===== src/rtl/trig_irq_pkg.sv =====
package trig_irq_pkg;

  localparam int MODE_W = 2;

  // Mode field encoding (bits [1:0] of the mode register)
  typedef enum logic [MODE_W-1:0] {
    MODE_OFF  = 2'b00,
    MODE_LOW  = 2'b01,
    MODE_HIGH = 2'b10,
    MODE_RSVD = 2'b11
  } trigMode_e;

  typedef enum logic [1:0] {
    ST_ARMED  = 2'b00,
    ST_FIRING = 2'b01,
    ST_SPENT  = 2'b10
  } shotState_e;

  // Strobes from control to datapath
  typedef struct packed {
    logic start;
    logic abort;
  } pulseCmd_t;

endpackage


===== src/rtl/trig_irq_ctrl.sv =====
module trig_irq_ctrl
  import trig_irq_pkg::*;
#(
  parameter int ADDR_W    = 4,
  parameter int DATA_W    = 8,
  parameter int MODE_ADDR = 0
) (
  input  logic              clk,
  input  logic              rstN,
  input  logic [ADDR_W-1:0] busAddr,
  input  logic              busWrEn,
  input  logic [DATA_W-1:0] busWrData,
  output logic [DATA_W-1:0] busRdData,
  input  logic              pinLevel,
  input  logic              pulseDone,
  output pulseCmd_t         cmd
);

  logic       modeHit;
  logic       modeWr;
  logic       levelMatch;
  trigMode_e  modeQ;
  shotState_e stateQ;
  shotState_e stateD;

  assign modeHit = (busAddr == ADDR_W'(MODE_ADDR));
  assign modeWr  = busWrEn && modeHit;

  // Mode register
  always_ff @(posedge clk or negedge rstN) begin
    if (!rstN) begin
      modeQ <= MODE_OFF;
    end else if (modeWr) begin
      modeQ <= trigMode_e'(busWrData[MODE_W-1:0]);
    end
  end

  // Readback
  always_comb begin
    busRdData = '0;
    if (modeHit) begin
      busRdData[MODE_W-1:0] = modeQ;
    end
  end

  // Level qualification by mode
  always_comb begin
    case (modeQ)
      MODE_LOW:  levelMatch = !pinLevel;
      MODE_HIGH: levelMatch = pinLevel;
      default:   levelMatch = 1'b0;
    endcase
  end

  // One-shot sequencing
  always_comb begin
    stateD    = stateQ;
    cmd       = '0;
    if (modeWr) begin
      stateD    = ST_ARMED;
      cmd.abort = (stateQ == ST_FIRING);
    end else begin
      case (stateQ)
        ST_ARMED: begin
          if (levelMatch) begin
            stateD    = ST_FIRING;
            cmd.start = 1'b1;
          end
        end
        ST_FIRING: begin
          if (pulseDone) begin
            stateD = ST_SPENT;
          end
        end
        ST_SPENT: stateD = ST_SPENT;
        default:  stateD = ST_ARMED;
      endcase
    end
  end

  always_ff @(posedge clk or negedge rstN) begin
    if (!rstN) begin
      stateQ <= ST_ARMED;
    end else begin
      stateQ <= stateD;
    end
  end

  AST_START_NEEDS_ARM: assert property (@(posedge clk) disable iff (!rstN)
    cmd.start |-> (stateQ == ST_ARMED));

  AST_OFF_NEVER_STARTS: assert property (@(posedge clk) disable iff (!rstN)
    (modeQ == MODE_OFF || modeQ == MODE_RSVD) |-> !cmd.start);

  AST_SPENT_STAYS: assert property (@(posedge clk) disable iff (!rstN)
    (stateQ == ST_SPENT && !modeWr) |=> (stateQ == ST_SPENT));

  AST_WRITE_REARMS: assert property (@(posedge clk) disable iff (!rstN)
    modeWr |=> (stateQ == ST_ARMED || stateQ == ST_FIRING));

  AST_MODE_HOLDS: assert property (@(posedge clk) disable iff (!rstN)
    !modeWr |=> $stable(modeQ));

endmodule


===== src/rtl/trig_irq_data.sv =====
module trig_irq_data
  import trig_irq_pkg::*;
#(
  parameter int PULSE_LEN   = 32,
  parameter int SYNC_STAGES = 2
) (
  input  logic      clk,
  input  logic      rstN,
  input  logic      trigInN,
  input  pulseCmd_t cmd,
  output logic      pinLevel,
  output logic      pulseDone,
  output logic      irqN
);

  localparam int CNT_W = (PULSE_LEN > 1) ? $clog2(PULSE_LEN) : 1;
  localparam logic [CNT_W-1:0] CNT_LOAD = CNT_W'(PULSE_LEN - 1);

  logic [SYNC_STAGES-1:0] syncQ;
  logic                   activeQ;
  logic [CNT_W-1:0]       cntQ;

  // Synchronizer chain; idle level of the pin is high
  for (genvar g = 0; g < SYNC_STAGES; g++) begin : gSync
    always_ff @(posedge clk or negedge rstN) begin
      if (!rstN) begin
        syncQ[g] <= 1'b1;
      end else if (g == 0) begin
        syncQ[g] <= trigInN;
      end else begin
        syncQ[g] <= syncQ[(g == 0) ? 0 : g-1];
      end
    end
  end

  assign pinLevel = syncQ[SYNC_STAGES-1];

  // Pulse timer
  always_ff @(posedge clk or negedge rstN) begin
    if (!rstN) begin
      activeQ <= 1'b0;
      cntQ    <= '0;
    end else if (cmd.start) begin
      activeQ <= 1'b1;
      cntQ    <= CNT_LOAD;
    end else if (activeQ) begin
      if (cmd.abort || cntQ == '0) begin
        activeQ <= 1'b0;
      end else begin
        cntQ <= cntQ - 1'b1;
      end
    end
  end

  assign pulseDone = activeQ && (cntQ == '0);
  assign irqN      = !activeQ;

  AST_PULSE_LOAD: assert property (@(posedge clk) disable iff (!rstN)
    cmd.start |=> (!irqN && cntQ == CNT_LOAD));

  AST_PULSE_ENDS: assert property (@(posedge clk) disable iff (!rstN)
    (activeQ && cntQ == '0 && !cmd.start) |=> irqN);

  AST_COUNT_STEPS: assert property (@(posedge clk) disable iff (!rstN)
    (activeQ && !cmd.abort && !cmd.start && cntQ != '0)
      |=> (!irqN && cntQ == CNT_W'($past(cntQ) - 1'b1)));

  AST_ABORT_RELEASES: assert property (@(posedge clk) disable iff (!rstN)
    (cmd.abort && !cmd.start) |=> irqN);

  AST_IDLE_STAYS_HIGH: assert property (@(posedge clk) disable iff (!rstN)
    (irqN && !cmd.start) |=> irqN);

endmodule


===== src/rtl/trig_irq_ctl.sv =====
module trig_irq_ctl
  import trig_irq_pkg::*;
#(
  parameter int ADDR_W      = 4,
  parameter int DATA_W      = 8,
  parameter int MODE_ADDR   = 0,
  parameter int PULSE_LEN   = 32,
  parameter int SYNC_STAGES = 2
) (
  input  logic              clk,
  input  logic              rstN,
  input  logic              trigInN,
  input  logic [ADDR_W-1:0] busAddr,
  input  logic              busWrEn,
  input  logic [DATA_W-1:0] busWrData,
  output logic [DATA_W-1:0] busRdData,
  output logic              irqN
);

  pulseCmd_t cmd;
  logic      pinLevel;
  logic      pulseDone;

  trig_irq_ctrl #(
    .ADDR_W    (ADDR_W),
    .DATA_W    (DATA_W),
    .MODE_ADDR (MODE_ADDR)
  ) uCtrl (
    .clk       (clk),
    .rstN      (rstN),
    .busAddr   (busAddr),
    .busWrEn   (busWrEn),
    .busWrData (busWrData),
    .busRdData (busRdData),
    .pinLevel  (pinLevel),
    .pulseDone (pulseDone),
    .cmd       (cmd)
  );

  trig_irq_data #(
    .PULSE_LEN   (PULSE_LEN),
    .SYNC_STAGES (SYNC_STAGES)
  ) uData (
    .clk       (clk),
    .rstN      (rstN),
    .trigInN   (trigInN),
    .cmd       (cmd),
    .pinLevel  (pinLevel),
    .pulseDone (pulseDone),
    .irqN      (irqN)
  );

endmodule


===== config.mk =====
export PLATFORM = sky130hd
export DESIGN_NAME = trig_irq_ctl
export DESIGN_NICKNAME = d
export VERILOG_FILES = /design/src/rtl/trig_irq_pkg.sv /design/src/rtl/trig_irq_ctrl.sv /design/src/rtl/trig_irq_data.sv /design/src/rtl/trig_irq_ctl.sv
export SDC_FILE = /design/constraint.sdc
export NUM_CORES = 1
export LEC_CHECK = 0
export ABC_AREA = 1
export BUFFER_PORTS_ARGS = -buffer_cell sky130_fd_sc_hd__buf_2
export CAP_MARGIN = 15
export CORE_MARGIN = 4
export CORE_UTILIZATION = 44
export DETAILED_ROUTE_END_ITERATION = 10
export PLACE_DENSITY = 0.72
export SLEW_MARGIN = 10
export SYNTH_ARGS = -nofsm -noshare
export SYNTH_HDL_FRONTEND = slang
export SYNTH_SLANG_ARGS = --single-unit

===== constraint.sdc =====
create_clock -name clk -period 1.2 [get_ports clk]
set_input_delay 0.18 -clock clk [delete_from_list [all_inputs] [get_ports clk]]
set_output_delay 0.18 -clock clk [all_outputs]
set_load 0.02 [all_outputs]

# --- Word-level counts from Yosys, hierarchy flattened ---
# Cells that the tools add are included.
word_totals:
  ramBits: 0
  output_inout_bits: 9
  romBits: 0
  inputBits: 16
  wordCells: 41
  reg_bits: 12
  mem_count: 0
  latch_bits: 0
classes:
  n_reduce_logical: 11
  n_eq_ne: 7
  mul: 0
  n_lt_le_gt_ge: 0
  shift: 0
  addsub: 1
  div_mod_pow: 0
  mux: 16
  bitwise_logic: 0
ops:
  columns: ["op", "n"]
  rows:
  - ["$mux 5", 3]
  - ["$mux 2", 4]
  - ["$mux 1", 7]
  - ["$pmux 2 s3", 1]
  - ["$logic_not 5->1", 1]
  - ["$sub 5x1->5 const B", 1]
  - ["$eq 2x1->1 const B", 2]
  - ["$eq 2x2->1 const B", 2]
  - ["$logic_not 4->1", 1]
  - ["$reduce_and 2->1", 2]
  - ["$ne 3x1->1 const B", 1]
  - ["$ne 3x2->1 const B", 1]
  - ["$logic_and 1x1->1", 2]
  - ["$logic_not 1->1", 2]
  - ["$logic_not 2->1", 1]
  - ["$ne 2x2->1 const B", 1]
  - ["$pmux 1 s2", 1]
  - ["$reduce_bool 2->1", 1]
  - ["$logic_or 1x1->1", 1]

# --- Longest topological paths before layout ---
# Gate-level depths: netlist of the first run.
logic_depth:
  depth_word: 7
  depth_mapped: 9

# --- By module ---
# Synthesis of the first run repeated with hierarchy kept, for this count alone.
unflattened:
  cells_unflattened: 98
  hier_area_um2: 762.0
modules_own_cells:
  columns: ["module", "cells_per_inst", "instances", "area_per_inst_um2", "seq_area_each_um2"]
  rows:
  - ["trig_irq_data", 43, 1, 390.4, 202.7]
  - ["trig_irq_ctrl", 55, 1, 371.6, 100.1]

# --- Worst setup path before layout of the first run ---
# Ideal clock, no wire load.
synth_path:
  kind: "register to register"
  from: "register uData.cntQ[0]"
  to: "register uData.cntQ[3]"
  required_ns: 1.083
  synth_period_minus_slack_ns: 1.193
  arrival_ns: 1.077
  path_buffers: 0
  path_slack_ns: 0.007
  path_stages_with_launch: 10
  path_cell_list: "dfrtp_1 inv_1 ha_1 nand3_1 nand2_1 inv_2 nand2_4 nand2_4 nand2_1 nand2_1"
synth_via:
  elab_chain_cells: 4
  elab_cells_between_ends: 8
  cone_classes: "add/sub (1); eq/ne (1); mux (3); reduce/logical (3)"
synth_rtl:
  columns: ["item", "line_no", "text"]
  rows:
  - ["start: declaration", "trig_irq_data.sv:21", "logic [CNT_W-1:0] cntQ;"]
  - ["start signal: assignment", "trig_irq_data.sv:50", "cntQ <= cntQ - 1'b1;"]
  - ["$sub 5x1->5 / $logic_not 5->1 (equally long branches)", "trig_irq_data.sv:50, trig_irq_data.sv:47", null]
  - ["$mux 5 / $logic_or 1x1->1 (equally long branches)", "trig_irq_data.sv:47", "if (cmd.abort || cntQ == '0) begin"]
  - ["$mux 5 / $ne 2x2->1 (equally long branches)", null, null]
  - ["$mux 5 / $reduce_and 2->1 (equally long branches)", null, null]
# Several ways; a longest one is shown, not always the timed one. The select of a mux whose other input is x is not followed.
# A chain may end at the register's enable or synchronous reset.

# --- Worst setup path in the final report of the first run ---
layout_path:
  from: "register uData.cntQ[1]"
  to: "register uData.cntQ[1]"
# The elaborated chain is that of the path after synthesis.

==> results of run 1 <==
==> report_power, final <==
| part | switching (mW) | internal, mW | leakage, nW |
|---|---|---|---|
| logic | 0.556 | 0.449 | 0.360 |
| clock network | 0.132 | 0.129 | 0.0150 |
| registers | 0.108 | 0.551 | 0.132 |
==> stage by stage <==
| step | util | cell area [um^2] | total power [mW] | hold WS [ns] |
|---|---|---|---|---|
| floorplan | - | 800.8 | 1.273 | -0.1156 |
| global placement | 0.5495 | 875.8 | 1.487 | 0.06848 |
| detailed placement | 0.5495 | 875.8 | 1.511 | 0.07483 |
| finish | 0.6130 | 977.2 | 1.924 | 0.1375 |
| CTS | 0.5942 | 947.2 | 1.887 | 0.003773 |
| global route | 0.6130 | 977.2 | 2.103 | 0.1596 |
==> kinds of logic (layout without fill, tap and decap cells) <==
| group | count (synthesis) | after routing | share of synthesized area |
|---|---|---|---|
| adders and majority gates | 3 | 3 | 0.04801 |
| and+or+nand+nor | 54 | 54 | 0.4000 |
| DFF | 12 | 12 | 0.3872 |
| other | 1 | 6 | 0.004795 |
| AOI/OAI and AO/OA | 4 | 4 | 0.02880 |
| xor gates and xnor gates | 1 | 1 | 0.01120 |
| buffers and inverters | 19 | 36 | 0.1200 |
==> worst max-delay path by stage <==
stage | endpoint | slack (ns) | depth (start not counted)
6_report | uData.cntQ[1] | -0.008 | 9
5_1_grt | uData.cntQ[2] | -0.11 | 9
4_1_cts | uData.cntQ[1] | -0.004 | 9
3_5_place_dp | uData.cntQ[3] | -0.08 | 9
3_3_place_gp | uData.cntQ[3] | -0.06 | 9
2_1_floorplan | uData.cntQ[3] | 0.007 | 9
==> worst min-delay path: cells and delay by family <==
kind                   cells  cell delay, ns
and+or+nand+nor            1            0.04
AOI/OAI and AO/OA          1            0.07
buffers and inverters      1            0.08
==> cell type report <==
type	count	share of cell area
sequential	12	0.3099
tap	24	0.03073
multi-input combinational	68	0.4597
timing repair buffer	19	0.1229
inverter	13	0.04994
clock buffer	4	0.02689
==> repair_timing <==
| action | in CTS | in global routing |
|---|---|---|
| buffers inserted | 0 | 1 |
| endpoints found under the hold margin | 10 | 1 |
| setup endpoints to repair | 7 | 8 |
| pin swaps | 0 | 1 |
| gates resized for setup | 9 | 5 |
| hold buffers | 1 | 1 |
==> metal layers <==
layer	share of wire	up-vias	routed length (um)
met3	0.049	4	72
met2	0.46	15	668
met1	0.48	285	702
li1	-	324	-
met4	0.014	0	21
met5	0	-	0
==> cell usage in the layout, fill, tap and decap left out <==
cell type / synthesis / final
nor2_1: 3 / 2
nor2_2: 1 / 2
nand4_4: 2 / 2
nand3_1: 7 / 6
conb_1: 1 / 6
ha_4: 0 / 2
nand2_4: 2 / 2
clkbuf_1: 0 / 1
inv_2: 1 / 3
nand3_2: 1 / 2
nor2_4: 2 / 2
nand2_1: 31 / 27
buf_4: 6 / 6
o21bai_1: 1 / 1
inv_1: 12 / 10
clkbuf_4: 0 / 3
nand3b_1: 3 / 3
ha_2: 0 / 1
xor2_1: 1 / 1
buf_2: 0 / 11
dfrtp_1: 10 / 10
nand2_2: 0 / 4
nand4_1: 1 / 1
o21ai_0: 3 / 3
dfstp_2: 2 / 2
dlygate4sd3_1: 0 / 2
nand3_4: 1 / 1
==> registers in the layout, indices dropped and copies added, names as in the netlist <==
signal          cells
uData.activeQ       1
uData.syncQ         1
uCtrl.modeQ         2
uCtrl.stateQ        2
uData.cntQ          5
uData.pinLevel      1
==> impl_metrics.csv, run 1 <==
group,metric,value,unit
status,outcome,"finished, violations left",
status,violations,"negative setup slack",
timing,fin_ws,-0.007637,ns
timing,finalHoldViolCount,0,
grt,grt_max_degree,13,
timing,timing.final.crit_share,1.006,
cells_and_area,final_cells,140,
detailed_routing,drt_first_pass_iters,2,
floorplan,start_util,0.4906,
timing,fin_skew,0.01296,ns
worst_hold_path,hold_depth,3,
placement,placedCellCount,133,
synth,synthCells,94,
clock_network,htreeDepth,1,
grt,grt_first_pass_wirelength,2580,um
synth,synth_flop_cell,"dfrtp_1",
synth,synth_most_common_cell,"nand2_1",
worst_setup_path,reg2regPathDepth,9,
detailed_routing,wl_per_cell,10.46,um
timing,finalSetupTns,-0.01532,ns
grt,grt_pass1_vias,615,
cells_and_area,drive_gt1_frac,0.3707,
cells_and_area,multi_input_area,449.2,um^2
cells_and_area,regArea,302.8,um^2
placement,place_hpwl,1115,um
cells_and_area,final_net_count,136,
worst_setup_path,crit_fanout,5,
floorplan,rows,14,
clock_network,cts_buffer_depth,2,
synth,avgSynthCellArea,8.319,um^2
clock_network,clock_latency,0.28,ns
clock_network,cts_tree,"built",
detailed_routing,route.detailed.drc,0,
synth,synth_seq_cells,12,
clock_network,clkTransAtPathRegs,0.08,ns
worst_setup_path,r2r-start,"uData.cntQ[1]",
worst_setup_path,critPathLaunchType,"flop",
floorplan,die_w,50.16,um
floorplan,die_area,0.002516,mm^2
worst_setup_path,crit_path_max_incr_delay,0.40,ns
power_and_ir_drop,p_leak,0.5077,nW
grt,top_usage_layer,"met2",
worst_setup_path,cp.arrival,1.38,ns
timing,min_period,1.208,ns
worst_setup_path,cp_common_cell,"nand2_1",
synth,synth_area,782.0,um^2
synth,post-synth-top-area-cell,"dfrtp_1",
detailed_routing,vias_per_cell,4.486,
synth,yosysTopAreaCellShare,0.3200,
detailed_routing,routed-via-count,628,
clock_network,clkSinkCount,12,
grt,grt_overflow,0,
worst_setup_path,crit_path_start,"uData.cntQ[1]",
detailed_routing,finalWirelength,1465,um
worst_setup_path,worstSetupPathType,"reg -> reg",
grt,grt_usage,0.1324,
worst_setup_path,crit_family,"flip-flops",
worst_hold_path,hold_class,"in -> reg",
grt,gr-usage-met1,0.1710,
flow_run,max-cap-violations,0,
placement,numPortBuffers,12,
timing,setup_viol_count_final,3,
worst_setup_path,critPathRequiredTime,1.37,ns
placement,gp_congestion,0.8378,
cells_and_area,area_growth,24.96,%
worst_setup_path,crit_slowest_cell,"dfrtp_1",
synth,ys_seq_area_frac,0.3872,
timing,rsz0062_at_grt,"yes",
synth,synth-async-reset-ratio,1.000,
synth,synth_cell_types,21,
clock_network,root_buffer,"clkbuf_4",
synth,synth_area_leaders,"dfrtp_1, nand2_1, dfstp_2",
floorplan,core,0.001594,mm^2
cells_and_area,fillers,124,
timing,fmax,0.8281,GHz
worst_hold_path,hold_start,"busWrData[1]",
clock_network,cts_buffers,3,
worst_setup_path,reg2reg_to,"uData.cntQ[1]",
worst_hold_path,hold_end,"uCtrl.modeQ[1]",
grt,use_met3,0.02071,
floorplan,die_h,50.16,um
detailed_routing,drtIter0Drc,8,
cells_and_area,diodes,0,
power_and_ir_drop,ir_drop,1030,uV
worst_setup_path,rrSetupSlack,-0.008,ns
timing,slew_viol_final,0,
grt,use_met2,0.2130,
worst_setup_path,worstPathBufferInverterCount,2,
synth,synth_edf_count,0,
detailed_routing,drtAntennaViolNets,0,
floorplan,io-pin-count,25,
synth,yosysWarningCount,0,
placement,pre_cts_ws,-0.08273,ns
power_and_ir_drop,power_density,1969,mW/mm^2
worst_setup_path,endpoint_kind,"flop",
worst_setup_path,cp_cell_sequence,"inv_2, ha_4, nand3_2, nand2_2, inv_2, nand2_4, nand2_1, nand2_1, nand2_1",
grt,antenna_found_initial,0,
synth,yosys-top-cells-count,"nand2_1, inv_1, dfrtp_1, nand3_1, buf_4",
Note: power is estimated with default switching activity, not from simulation.
==> run 2, diff against run 1 <==
==> constraint.sdc (replaced) <==
create_clock -name clk -period 1.2 [get_ports clk]
set_input_delay 0.12 -clock clk [delete_from_list [all_inputs] [get_ports clk]]
set_output_delay 0.12 -clock clk [all_outputs]
set_load 0.02 [all_outputs]
==> run 2 against run 1 <==
  * The run still ends with negative setup slack left
  * Clock power hardly changed
  * Critical path depth stayed put
  * Non-clock buffer count stayed put
  * Register-to-register slack hardly changed
  * Core utilization is 0.31 points lower
  * Global-route usage stayed put
  * Die area stayed put
  * Wire length is 1.5% lower
  * Highest routed layer unchanged
==> impl_metrics.csv, run 2 (synthesis gave the netlist of run 1 again) <==
group,metric,value,unit
status,outcome,"finished, violations left",
status,violations,"negative setup slack",
timing,timing.final.crit_share,1.005,
timing,finalHoldViolCount,0,
worst_hold_path,hold_end,"uCtrl.modeQ[1]",
timing,finalSetupTns,-0.01199,ns
worst_setup_path,cp_cell_sequence,"inv_2, ha_4, nand3_2, nand2_2, inv_2, nand2_4, nand2_1, nand2_1, nand2_1",
worst_setup_path,crit_slowest_cell,"dfrtp_1",
worst_setup_path,cp_common_cell,"nand2_1",
power_and_ir_drop,pwr-share-seq,0.343,
clock_network,clock_latency,0.28,ns
placement,placedCellCount,133,
detailed_routing,finalWirelength,1443,um
power_and_ir_drop,comb_power_share,0.522,
power_and_ir_drop,p_sw_frac,0.4126,
cells_and_area,layout_common_cells,"nand2_1, buf_2, inv_1, dfrtp_1",
clock_network,cts_buffers,3,
timing,fin_skew,0.01452,ns
clock_network,htreeDepth,1,
floorplan,die_h,50.16,um
timing,setup_viol_count_final,3,
timing,slew_viol_final,0,
grt,grt_max_degree,13,
power_and_ir_drop,clock_power_share,0.135,
detailed_routing,drtAntennaViolNets,0,
cells_and_area,reg.largest.list,"uData.cntQ (5), uCtrl.modeQ (2), uCtrl.stateQ (2)",
power_and_ir_drop,intPower,1.127,mW
floorplan,core,0.001594,mm^2
timing,fmax,0.8290,GHz
floorplan,die_w,50.16,um
grt,grt_pass1_vias,619,
floorplan,rows,14,
cells_and_area,final_common_cell,"nand2_1",
timing,rsz0062_at_grt,"yes",
clock_network,cts_buffer_depth,2,
detailed_routing,drt_first_pass_iters,2,
worst_setup_path,cp.arrival,1.37,ns
timing,whs,0.07951,ns
grt,grt_first_pass_wirelength,2580,um
power_and_ir_drop,p_leak,0.5080,nW
cells_and_area,final_net_count,136,
worst_setup_path,critPathLaunchType,"flop",
worst_setup_path,endpoint_kind,"flop",
power_and_ir_drop,p_sw,792.0,uW
worst_hold_path,hold_start,"busWrData[1]",
worst_setup_path,worstSetupPathType,"reg -> reg",
clock_network,cts_tree,"built",
worst_hold_path,hold_class,"in -> reg",
detailed_routing,vias_per_cell,4.450,
detailed_routing,wl_per_cell,10.31,um
floorplan,start_util,0.4906,
worst_setup_path,worstPathBufferInverterCount,2,
worst_setup_path,critPathRequiredTime,1.37,ns
detailed_routing,route.detailed.drc,0,
cells_and_area,regMostFlops,"uData.cntQ",
cells_and_area,drive_gt1_frac,0.3621,
clock_network,clkTransAtPathRegs,0.08,ns
worst_setup_path,crit_path_max_incr_delay,0.40,ns
detailed_routing,drtIter0Drc,7,
placement,pre_cts_ws,-0.08273,ns
cells_and_area,diodes,0,
worst_setup_path,rrSetupSlack,-0.006,ns
timing,min_period,1.206,ns
cells_and_area,final_cells,140,
cells_and_area,fin_util,0.6099,
floorplan,die_area,0.002516,mm^2
placement,numPortBuffers,12,
placement,place_hpwl,1115,um
clock_network,root_buffer,"clkbuf_4",
cells_and_area,post-route-cell-area,972.2,um^2
cells_and_area,area_growth,24.32,%
worst_setup_path,reg2reg_to,"uData.cntQ[1]",
worst_setup_path,r2r-start,"uData.cntQ[1]",
worst_setup_path,crit_fanout,5,
worst_setup_path,reg2regPathDepth,9,
worst_setup_path,crit_family,"flip-flops",
grt,grt_overflow,0,
power_and_ir_drop,ir_drop,1028,uV
placement,place_area,875.8,um^2
grt,grt_usage,0.1324,
power_and_ir_drop,power,1.919,mW
power_and_ir_drop,power_density,1974,mW/mm^2
timing,fin_ws,-0.006271,ns
cells_and_area,largest_reg_flops,5,
grt,antenna_found_initial,0,
clock_network,clkSinkCount,12,
floorplan,io-pin-count,25,
flow_run,max-cap-violations,0,
placement,gp_congestion,0.8378,
worst_hold_path,hold_depth,3,
detailed_routing,routed-via-count,623,
[run 2: cell count changes in the layout (fill, tap and decap cells not counted)]
cell    delta
buf_4      -1
buf_2      +1
nor2_1     +1
nor2_2     -1
[run 2: worst max path at each step]
stage                  start             to  slack (ns)  depth (start not counted)
2_1_floorplan  uData.cntQ[0]  uData.cntQ[3]       0.007                          9
3_3_place_gp   uData.cntQ[1]  uData.cntQ[3]       -0.06                          9
3_5_place_dp   uData.cntQ[1]  uData.cntQ[3]       -0.08                          9
4_1_cts        uData.cntQ[1]  uData.cntQ[1]      -0.004                          9
5_1_grt        uData.cntQ[1]  uData.cntQ[2]       -0.11                          9
6_report       uData.cntQ[1]  uData.cntQ[1]      -0.006                          9
[run 2: final cells by class]
type / instances / area [um^2]
sequential: 12 / 302.8
multi-input combinational: 68 / 446.7
tap: 24 / 30.03
inverter: 13 / 48.80
timing repair buffer: 19 / 117.6
fill: 126 / 621.8
clock buffer: 4 / 26.28
[run 2: repair_timing]
item,4_1_cts,5_1_grt
hold buffers,2,0
pin swaps,0,1
endpoints found under the setup margin,7,7
endpoints found under the hold margin,13,0
resized for setup,9,3
buffers inserted,0,1
[run 2: worst register-to-register path, stage by stage, from the launching register on]
cell	delay, ns
dfrtp_1	0.40
inv_2	0.08
ha_4	0.16
nand3_2	0.08
nand2_2	0.07
inv_2	0.05
nand2_4	0.09
nand2_1	0.06
nand2_1	0.05
nand2_1	0.05
[run 2: routing by layer]
metal	share of wire	up-vias	track usage
met2	0.46	15	0.2130
li1	-	324	-
met3	0.050	4	0.02071
met1	0.48	280	0.1710
met5	0	-	0
met4	0.015	0	0.06912
[run 2: power groups by stage]
stage | combinational (mW) | clock (mW) | sequential (mW)
after floorplan | 0.641 | 0 | 0.632
after global placement | 0.847 | 0 | 0.640
after detailed placement | 0.863 | 0 | 0.647
after CTS | 0.968 | 0.269 | 0.653
after global routing | 1.13 | 0.296 | 0.678
final | 1.00 | 0.259 | 0.659
==> run 3, diff against run 2 <==
--- a/config.mk
+++ b/config.mk
@@ -9,9 +9,9 @@
 export BUFFER_PORTS_ARGS = -buffer_cell sky130_fd_sc_hd__buf_2
 export CAP_MARGIN = 15
 export CORE_MARGIN = 4
-export CORE_UTILIZATION = 44
+export CORE_UTILIZATION = 49
 export DETAILED_ROUTE_END_ITERATION = 10
-export PLACE_DENSITY = 0.72
+export PLACE_DENSITY = 0.76
 export SLEW_MARGIN = 10
 export SYNTH_ARGS = -nofsm -noshare
 export SYNTH_HDL_FRONTEND = slang
==> constraint.sdc (replaced) <==
create_clock -name clk -period 1.3 [get_ports clk]
set_input_delay 0.13 -clock clk [delete_from_list [all_inputs] [get_ports clk]]
set_output_delay 0.13 -clock clk [all_outputs]
set_load 0.02 [all_outputs]
==> run 3 against run 2 <==
  * The flow now finishes without violations
  * Combinational power shrank 22%
  * Critical path depth did not move
  * Maximum frequency is 1.2% lower
  * Final area shrank 5.9%
  * Global-route usage increased by 0.58 points
  * Final cell count is 8.6% lower
  * Core utilization fell by 0.27 points
  * Sequential share of layout area is 2.0 points higher
  * Non-clock buffer count fell by 4
  * Wire length decreased by 8.7%
  * Total power fell by 13%
  * Highest routed layer unchanged
==> impl_metrics.csv, run 3 (synthesis gave the netlist of run 1 again) <==
group,metric,value,unit
status,outcome,"complete, no violations",
clock_network,htreeDepth,1,
floorplan,die_w,47.95,um
cells_and_area,fin_util,0.6071,
detailed_routing,wl_per_cell,10.30,um
power_and_ir_drop,ir_drop,926.1,uV
floorplan,io-pin-count,25,
grt,grt_usage,0.1382,
cells_and_area,area_growth,16.96,%
clock_network,clkSinkCount,12,
timing,slew_viol_final,0,
detailed_routing,routed-via-count,614,
detailed_routing,route.detailed.drc,0,
cells_and_area,drive_gt1_frac,0.2857,
cells_and_area,regMostFlops,"uData.cntQ",
floorplan,die_h,47.95,um
clock_network,clkTransAtPathRegs,0.07,ns
worst_setup_path,cp.depth,9,
placement,numPortBuffers,12,
power_and_ir_drop,p_leak,0.4957,nW
worst_setup_path,critPathLaunchType,"flop",
floorplan,start_util,0.5191,
floorplan,core,0.001506,mm^2
floorplan,rows,14,
placement,pre_cts_ws,0.03840,ns
worst_setup_path,crit_slowest_cell,"dfrtp_1",
detailed_routing,vias_per_cell,4.797,
worst_setup_path,reg2regPathDepth,9,
worst_setup_path,crit_path_max_incr_delay,0.38,ns
cells_and_area,fillers,138,
cells_and_area,final_net_count,132,
detailed_routing,drtAntennaViolNets,0,
cells_and_area,reg.largest.list,"uData.cntQ (5), uCtrl.modeQ (2), uCtrl.stateQ (2)",
clock_network,cts_buffer_depth,2,
timing,finalHoldViolCount,0,
timing,finalSetupTns,0,ns
cells_and_area,diodes,0,
clock_network,root_buffer,"clkbuf_4",
cells_and_area,largest_reg_flops,5,
grt,antenna_found_initial,0,
grt,grt_overflow,0,
timing,setup_viol_count_final,0,
cells_and_area,layout_common_cells,"nand2_1, buf_2, inv_1",
worst_setup_path,cp_cell_sequence,"inv_1, ha_4, nand3_1, nand2_1, inv_2, nand2_4, nand2_4, nand2_1, nand2_1",
worst_setup_path,crit_family,"simple AND/OR/NAND/NOR gates",
placement,gp_congestion,0.7675,
worst_hold_path,hold_depth,3,
timing,fmax,0.8194,GHz
grt,grt_first_pass_wirelength,2139,um
power_and_ir_drop,power_density,1823,mW/mm^2
power_and_ir_drop,power,1.668,mW
clock_network,cts_tree,"built",
worst_setup_path,cp.arrival,1.39,ns
flow_run,max-cap-violations,0,
timing,rsz0062_at_grt,"no",
grt,top_usage_layer,"met2",
timing,fin_ws,0.07959,ns
worst_setup_path,critPathRequiredTime,1.47,ns
grt,use_met3,0.02256,
floorplan,die_area,0.002299,mm^2
detailed_routing,finalWirelength,1318,um
cells_and_area,final_common_cell,"nand2_1",
timing,fin_skew,0.004591,ns
worst_setup_path,crit_fanout,5,
clock_network,clock_latency,0.27,ns
grt,grt_pass1_vias,544,
grt,use_met2,0.2216,
detailed_routing,drtIter0Drc,8,
worst_setup_path,cp_common_cell,"nand2_1",
placement,place_hpwl,1069,um
detailed_routing,drt_first_pass_iters,3,
timing,timing.final.crit_share,0.9388,
worst_setup_path,worstPathBufferInverterCount,2,
clock_network,cts_setup_buffers,0,
worst_setup_path,worstSetupPathType,"reg -> reg",
clock_network,cts_buffers,3,
grt,gr-usage-met1,0.1731,
worst_setup_path,endpoint_kind,"flop",
grt,grt_max_degree,13,
worst_hold_path,hold_class,"in -> reg",
timing,min_period,1.220,ns
run 3: changes by cell type in the layout (fill, tap and decap cells not counted), sizes merged:
cell / before / now
buf: 17 / 13
run 3: layout make-up:
class | count | area, um^2 | area share
timing repair buffer | 15 | 87.58 | 0.09576
inverter | 13 | 48.80 | 0.05335
tap | 16 | 20.02 | 0.02189
sequential | 12 | 302.8 | 0.3311
clock buffer | 4 | 36.28 | 0.03967
multi-input combinational | 68 | 419.2 | 0.4583
run 3: metal layers:
metal	share of wire	routed length, um
met5	0	0
met4	0.016	21
met3	0.058	77
met2	0.47	625
met1	0.45	594
run 3: path summary, 6_finish.rpt:
check	endpoint	slack (ns)	start
worst min register to register	uData.pinLevel	0.36	uData.syncQ[0]
worst max register to register	uData.cntQ[3]	0.08	uData.cntQ[1]
worst max-delay path	uData.cntQ[3]	0.08	uData.cntQ[1]
min in group asynchronous	uCtrl.stateQ[0]	0.27	rstN
worst min-delay path	uCtrl.modeQ[0]	0.08	busWrData[0]
max in group asynchronous	uData.pinLevel	0.76	rstN
run 3: metrics by stage:
stage                     std cells  instance area [um^2]  hold slack [ns]
after floorplan                  99                 800.8          -0.1656
after global placement          122                 843.3          0.01484
after detailed placement        122                 843.3          0.01999
after CTS                       128                 899.6          0.07085
after global routing            128                 914.6          0.09518
final                           128                 914.6          0.07720
run 3: worst reg2reg max path: stages, from the launching register on:
cell and delay (ns):
dfrtp_1 0.38, inv_1 0.11, ha_4 0.17, nand3_1 0.07, nand2_1 0.07, inv_2 0.06, nand2_4 0.09, nand2_4 0.06
nand2_1 0.05, nand2_1 0.05
run 3: power by group:
group	switching (mW)	leakage, nW	internal, mW	total [mW]
clock	0.119	0.0210	0.170	0.289
combinational	0.452	0.342	0.325	0.778
sequential	0.0927	0.132	0.508	0.601
total	0.664	0.496	1.00	1.67
run 3: what timing repair did:
item / in CTS / in global routing
endpoints found under the setup margin: 0 / 7
hold buffers: 2 / 0
resized for setup: 0 / 4
endpoints found under the hold margin: 13 / 0
